`config.mk`:
```
export PLATFORM = sky130hd
export DESIGN_NAME = prp_walker
export DESIGN_NICKNAME = d
export VERILOG_FILES = /design/src/rtl/prp_walk_pkg.sv /design/src/rtl/prp_seg_math.sv /design/src/rtl/prp_ptr_check.sv /design/src/rtl/prp_walker.sv
export SDC_FILE = /design/constraint.sdc
export NUM_CORES = 2
export LEC_CHECK = 0
export BUFFER_PORTS_ARGS = -buffer_cell sky130_fd_sc_hd__buf_2
export CORE_UTILIZATION = 55
export DETAILED_ROUTE_END_ITERATION = 12
export GPL_TIMING_DRIVEN = 0
export HOLD_SLACK_MARGIN = 0.06
export PLACE_DENSITY = 0.77
export SLEW_MARGIN = 0
export SYNTH_ARGS = -nofsm -noshare
export SYNTH_HDL_FRONTEND = slang
export SYNTH_SLANG_ARGS = --single-unit
export TNS_END_PERCENT = 10
```
`constraint.sdc`:
```
create_clock -name clk -period 35.8 [get_ports clk]
set_clock_uncertainty 0.1 [all_clocks]
set_input_delay 1.79 -clock clk [delete_from_list [all_inputs] [get_ports clk]]
set_output_delay 1.79 -clock clk [all_outputs]
set_load 0.1 [all_outputs]
```
`src/rtl/prp_walk_pkg.sv`:
```
package prp_walk_pkg;

    localparam int ENT_W = 64;

    typedef enum logic [2:0] {
        ST_IDLE,
        ST_HEAD,
        ST_TAIL,
        ST_LREQ,
        ST_LENT,
        ST_LSEG,
        ST_DRAIN,
        ST_FIN
    } walk_st_e;

    localparam logic [7:0] CODE_OK        = 8'h00;
    localparam logic [7:0] CODE_BAD_FIELD = 8'h02;

    typedef struct packed {
        logic       dnr;
        logic [7:0] code;
    } walk_status_t;

    function automatic logic [4:0] pg_shift(input logic [3:0] sel);
        return 5'd12 + {1'b0, sel};
    endfunction

endpackage

```
`src/rtl/prp_seg_math.sv`:
```
module prp_seg_math import prp_walk_pkg::*; #(
    parameter int ADDR_W = 64,
    parameter int LEN_W  = 32
) (
    input  logic [3:0]        page_sel,
    input  logic [ADDR_W-1:0] head_ptr,
    input  logic [LEN_W-1:0]  rem,
    output logic [LEN_W-1:0]  pg_size,
    output logic [LEN_W-1:0]  head_len,
    output logic [LEN_W-1:0]  cap_len,
    output logic [LEN_W-1:0]  burst_n,
    output logic [LEN_W-1:0]  slot_last,
    output logic              rem_gt_pg
);
    logic [4:0]       shift;
    logic [LEN_W-1:0] offset;
    logic [LEN_W-1:0] room;
    logic [LEN_W:0]   round_up;
    logic [LEN_W-1:0] pages;
    logic [LEN_W-1:0] per_page;

    always_comb begin
        shift     = pg_shift(page_sel);
        pg_size   = {{(LEN_W-1){1'b0}}, 1'b1} << shift;
        offset    = head_ptr[LEN_W-1:0] & (pg_size - 1'b1);
        room      = pg_size - offset;
        head_len  = (rem < room) ? rem : room;
        cap_len   = (rem < pg_size) ? rem : pg_size;
        rem_gt_pg = rem > pg_size;
        round_up  = {1'b0, rem} + {1'b0, pg_size} - 1'b1;
        pages     = round_up[LEN_W-1:0] >> shift;
        if (round_up[LEN_W]) begin
            pages = pages | ({{(LEN_W-1){1'b0}}, 1'b1} << (LEN_W[4:0] - shift));
        end
        per_page  = pg_size >> 3;
        burst_n   = (pages < per_page) ? pages : per_page;
        slot_last = per_page - 1'b1;
    end
endmodule

```
`src/rtl/prp_ptr_check.sv`:
```
module prp_ptr_check import prp_walk_pkg::*; #(
    parameter int ADDR_W = 64
) (
    input  logic [3:0]        page_sel,
    input  logic [ADDR_W-1:0] ptr,
    output logic              usable
);
    logic [ADDR_W-1:0] low_mask;

    always_comb begin
        low_mask = ({{(ADDR_W-1){1'b0}}, 1'b1} << pg_shift(page_sel)) - 1'b1;
        usable   = (ptr != '0) && ((ptr & low_mask) == '0);
    end
endmodule

```
`src/rtl/prp_walker.sv`:
```
module prp_walker import prp_walk_pkg::*; #(
    parameter int ADDR_W = 64,
    parameter int LEN_W  = 32
) (
    input  logic              clk,
    input  logic              rst,
    input  logic              start,
    input  logic [ADDR_W-1:0] first_ptr,
    input  logic [ADDR_W-1:0] second_ptr,
    input  logic [LEN_W-1:0]  xfer_len,
    input  logic [3:0]        page_sel,
    output logic              seg_valid,
    input  logic              seg_ready,
    output logic [ADDR_W-1:0] seg_addr,
    output logic [LEN_W-1:0]  seg_len,
    output logic              rd_req_valid,
    input  logic              rd_req_ready,
    output logic [ADDR_W-1:0] rd_req_addr,
    output logic [LEN_W-1:0]  rd_req_beats,
    input  logic              rsp_valid,
    output logic              rsp_ready,
    input  logic [ENT_W-1:0]  rsp_data,
    output logic              done,
    output logic              done_dnr,
    output logic [7:0]        done_code
);
    walk_st_e          st;
    logic [ADDR_W-1:0] p1_q, p2_q, list_q, ent_q;
    logic [LEN_W-1:0]  rem_q, slot_q, owed_q;
    logic [3:0]        mps_q;
    logic              err_q;

    logic [LEN_W-1:0]  pg_size, head_len, cap_len, burst_n, slot_last;
    logic              rem_gt_pg, p2_ok, ent_ok;
    logic [ADDR_W-1:0] ent_in;
    logic [LEN_W-1:0]  after_head;
    walk_status_t      stat;

    assign ent_in     = rsp_data[ADDR_W-1:0];
    assign after_head = rem_q - head_len;

    prp_seg_math #(.ADDR_W(ADDR_W), .LEN_W(LEN_W)) math_i (
        .page_sel (mps_q),
        .head_ptr (p1_q),
        .rem      (rem_q),
        .pg_size  (pg_size),
        .head_len (head_len),
        .cap_len  (cap_len),
        .burst_n  (burst_n),
        .slot_last(slot_last),
        .rem_gt_pg(rem_gt_pg)
    );

    prp_ptr_check #(.ADDR_W(ADDR_W)) p2chk_i (
        .page_sel(mps_q), .ptr(p2_q), .usable(p2_ok)
    );

    prp_ptr_check #(.ADDR_W(ADDR_W)) entchk_i (
        .page_sel(mps_q), .ptr(ent_in), .usable(ent_ok)
    );

    always_ff @(posedge clk) begin
        if (rst) begin
            st     <= ST_IDLE;
            p1_q   <= '0;
            p2_q   <= '0;
            list_q <= '0;
            ent_q  <= '0;
            rem_q  <= '0;
            slot_q <= '0;
            owed_q <= '0;
            mps_q  <= '0;
            err_q  <= 1'b0;
        end else begin
            unique case (st)
                ST_IDLE: if (start) begin
                    p1_q  <= first_ptr;
                    p2_q  <= second_ptr;
                    rem_q <= xfer_len;
                    mps_q <= page_sel;
                    err_q <= (first_ptr == '0);
                    if (first_ptr == '0 || xfer_len == '0) st <= ST_FIN;
                    else                                   st <= ST_HEAD;
                end
                ST_HEAD: if (seg_ready) begin
                    rem_q <= after_head;
                    if (after_head == '0) begin
                        st <= ST_FIN;
                    end else if (p2_q == '0) begin
                        err_q <= 1'b1;
                        st    <= ST_FIN;
                    end else if (after_head <= pg_size) begin
                        err_q <= !p2_ok;
                        st    <= p2_ok ? ST_TAIL : ST_FIN;
                    end else begin
                        list_q <= p2_q;
                        st     <= ST_LREQ;
                    end
                end
                ST_TAIL: if (seg_ready) st <= ST_FIN;
                ST_LREQ: if (rd_req_ready) begin
                    owed_q <= burst_n;
                    slot_q <= '0;
                    st     <= ST_LENT;
                end
                ST_LENT: if (rsp_valid) begin
                    owed_q <= owed_q - 1'b1;
                    if (!ent_ok) begin
                        err_q <= 1'b1;
                        st    <= ST_DRAIN;
                    end else if (slot_q == slot_last && rem_gt_pg) begin
                        list_q <= ent_in;
                        st     <= ST_LREQ;
                    end else begin
                        ent_q <= ent_in;
                        st    <= ST_LSEG;
                    end
                end
                ST_LSEG: if (seg_ready) begin
                    rem_q  <= rem_q - cap_len;
                    slot_q <= slot_q + 1'b1;
                    st     <= (rem_q == cap_len) ? ST_FIN : ST_LENT;
                end
                ST_DRAIN: begin
                    if (owed_q == '0)   st <= ST_FIN;
                    else if (rsp_valid) owed_q <= owed_q - 1'b1;
                end
                ST_FIN:  st <= ST_IDLE;
                default: st <= ST_IDLE;
            endcase
        end
    end

    always_comb begin
        seg_valid    = (st == ST_HEAD) || (st == ST_TAIL) || (st == ST_LSEG);
        seg_addr     = (st == ST_HEAD) ? p1_q : (st == ST_TAIL) ? p2_q : ent_q;
        seg_len      = (st == ST_HEAD) ? head_len : (st == ST_TAIL) ? rem_q : cap_len;
        rd_req_valid = (st == ST_LREQ);
        rd_req_addr  = list_q;
        rd_req_beats = burst_n;
        rsp_ready    = (st == ST_LENT) || (st == ST_DRAIN);
        stat.dnr     = err_q;
        stat.code    = err_q ? CODE_BAD_FIELD : CODE_OK;
        done         = (st == ST_FIN);
        done_dnr     = stat.dnr;
        done_code    = stat.code;
    end
endmodule

```
==> impl_metrics.env <==
export IMPL_outcome="finished with violations"
export IMPL_violations="max-capacitance violations"
export IMPL_ant_nets=0
export IMPL_area_growth_pct=14.0
export IMPL_dp_hpwl_um=124000
export IMPL_cts_root_buf="clkbuf_16"
export IMPL_antenna_found_initial=13
export IMPL_grt_pass1_vias=34800
export IMPL_synth_async_sr_flop_share_pct=0
export IMPL_cp_slowest_stage_delay_ps=800
export IMPL_viasPerCell=6.66
export IMPL_synth_simple_area_share_pct=23.1
export IMPL_path_class="register to register"
export IMPL_rr_startpoint="mps_q[2]"
export IMPL_syn_avg_cell_area_um2=7.31
export IMPL_setup_viol=0
export IMPL_clkSlewWorstSetupHoldPaths_ps=60
export IMPL_crit_required_ps=36210
export IMPL_htreeDepth=2
export IMPL_place_congestion=1.13
export IMPL_arrival_ps=21190
export IMPL_ctsHoldBuffers=0
export IMPL_critPathMostFrequentCell="o21ai_0"
export IMPL_rsz0062_at_grt="false"
export IMPL_seq_area_frac_synth_pct=22.4
export IMPL_synthDistinctLibCells=103
export IMPL_core_area_um2=57700
export IMPL_synth_top_family_by_area="compound AO/OA/AOI/OAI gates"
export IMPL_overflow=0
export IMPL_period_needed_ps=20780
export IMPL_grt_total_usage_pct=49.9
export IMPL_hold_viol_final=0
export IMPL_post_cts_buffers=0
export IMPL_r2r_end="rd_req_addr[12]"
export IMPL_boundaryPins=439
export IMPL_grt_max_degree=14
export IMPL_firstDrtPassIters=10
export IMPL_cap_violations=1
export IMPL_initial_core_util_pct=55.7
export IMPL_die_height_um=244
export IMPL_clkSinkCount=360
export IMPL_post_drt_wl_per_cell_um=27.2
export IMPL_fp_dieW_um=244
export IMPL_drc=0
export IMPL_drv_slew=0
export IMPL_synth_edf_count=0
export IMPL_worstSkewPairLatency_ps=600
export IMPL_critPathMaxFanout=13
export IMPL_whs_path_depth=2
export IMPL_ctsResizeCount=0
export IMPL_nets=5386
export IMPL_placed_cell_area_um2=35300
export IMPL_synth_compound_area_share_pct=26.3
export IMPL_drt_initial_drc_count=4977
export IMPL_ff2ff_path_depth=72
export IMPL_finalInstanceArea_um2=36700
export IMPL_end_kind="register"
export IMPL_wirelength_um=154000
export IMPL_routed_via_count=37800
export IMPL_fin_crit_sh_pct=58.0
export IMPL_crit_path_start_kind="register"
export IMPL_synthAdderAreaFrac_pct=10.7
export IMPL_tightestPinTransition_ps=1490
export IMPL_row_count=88
export IMPL_crit_start="mps_q[2]"
export IMPL_fmax_ghz=0.0481
export IMPL_holdCritPathClass="register to register"
export IMPL_rrSetupSlack_ps=15020
export IMPL_cts_buffer_depth=3
export IMPL_hp_start="p1_q[41]"
export IMPL_io_buffers=427
export IMPL_mostFrequentLayoutCells="nand2_1, a21oi_1, buf_2"
export IMPL_slew_limit_headroom_pct=0.600
export IMPL_fin_setup_tns_ps=0
export IMPL_syn_inst=4398
export IMPL_grt_pass1_wl_um=223000
export IMPL_muxShareOfSynthArea_pct=6.82
export IMPL_cts_made_buffers=41
export IMPL_final_common_cell="nand2_1"
export IMPL_synthFlopType="dfxtp_1"
export IMPL_synth_warnings=0
export IMPL_synth_area_um2=32100
export IMPL_synth_xor_area_share_pct=4.77
export IMPL_die_area_um2=59400
export IMPL_drive_above_1_share_pct=13.9
export IMPL_cts_tree="built"
export IMPL_ys_ff_latch=360
export IMPL_min_to="p1_q[41]"
export IMPL_slowest_stage="a2111oi_0"
[worst max-delay path: cells and delay by family, from the launching register on]
| family | cells | cell delay, ps |
|---|---|---|
| and+or+nand+nor | 16 | 3520 |
| buffers and inverters | 12 | 4800 |
| xor gates and xnor gates | 3 | 1410 |
| adders and majority gates | 6 | 1980 |
| AOI/OAI and AO/OA | 35 | 8370 |
| DFF | 1 | 420 |
[cells by family after synthesis]
logic type	count (synthesis)
compound gates	1269
xor+xnor	175
fa+ha+maj	275
buf+inv	460
flops	360
mux	212
other cells	1
simple gates	1646
[final cells by class]
type,count,area [um2]
Inverter,197,739
Buffer,263,1120
Clock inverter,15,156
Multi-Input combinational cell,3587,23100
Antenna cell,9,22.5
Fill cell,5434,21000
Tap cell,765,957
Clock buffer,61,1180
Timing Repair Buffer,429,2150
Sequential cell,360,7210
[state kept, by name, indices dropped and copies added, names as in the netlist]
name,count
p2_q,64
done_dnr,1
rem_q,32
rd_req_addr,64
mps_q,4
p1_q,64
ent_q,64
st,3
slot_q,32
owed_q,32
[Yosys cell counts, drive strengths merged (12+ instances only)]
cell | count | area [um2]
a2111oi | 12 | 111
a211o | 12 | 105
a211oi | 119 | 1210
a21o | 71 | 533
a21oi | 477 | 2410
a221oi | 33 | 307
a22oi | 21 | 158
a311oi | 12 | 105
a31oi | 91 | 584
and2 | 32 | 200
and3 | 33 | 206
and4 | 12 | 105
buf | 56 | 343
clkbuf | 207 | 777
dfxtp | 360 | 7210
ha | 272 | 3400
inv | 196 | 736
mux2 | 35 | 394
mux2i | 175 | 1750
nand2 | 690 | 2590
nand2b | 43 | 269
nand3 | 68 | 345
nand4 | 56 | 350
nor2 | 415 | 1560
nor2b | 42 | 263
nor3 | 86 | 430
nor4 | 83 | 519
o211ai | 60 | 455
o21a | 27 | 203
o21ai | 178 | 895
o21bai | 21 | 161
o22ai | 13 | 81.3
o2bb2ai | 16 | 140
o31ai | 13 | 111
or2 | 18 | 113
or3 | 36 | 225
or4 | 12 | 93.8
xnor2 | 116 | 1020
xor2 | 59 | 517
[per-stage QoR]
stage	util [%]	setup slack (ps)	hold WS [ps]	std cells
after floorplan	-	21820	337	4407
after global placement	61.1	15620	342	5599
after detailed placement	61.2	16170	349	5601
after CTS	63.5	16070	357	5677
after global routing	63.5	14390	372	5684
final	63.5	15020	360	5686
[routing by layer]
| metal | part of all wire, % | up-vias | global-route usage (%) |
|---|---|---|---|
| met5 | 0.071 | - | 0.654 |
| met4 | 8.7 | 6 | 36.2 |
| met3 | 13 | 711 | 14.2 |
| met2 | 41 | 2813 | 73.6 |
| met1 | 37 | 17500 | 61.8 |
| li1 | - | 16800 | - |
[worst max path at each step]
stage	depth (start not counted)	end
detailed placement	72	rd_req_addr[29]
global route	72	rd_req_addr[9]
CTS	72	rd_req_addr[9]
global placement	69	rd_req_addr[29]
floorplan	67	rd_req_addr[0]
finish	72	rd_req_addr[12]
Power is left out: the tool's default activity adds up to more than one toggle a clock period on the data nets, which glitch-free logic cannot reach.
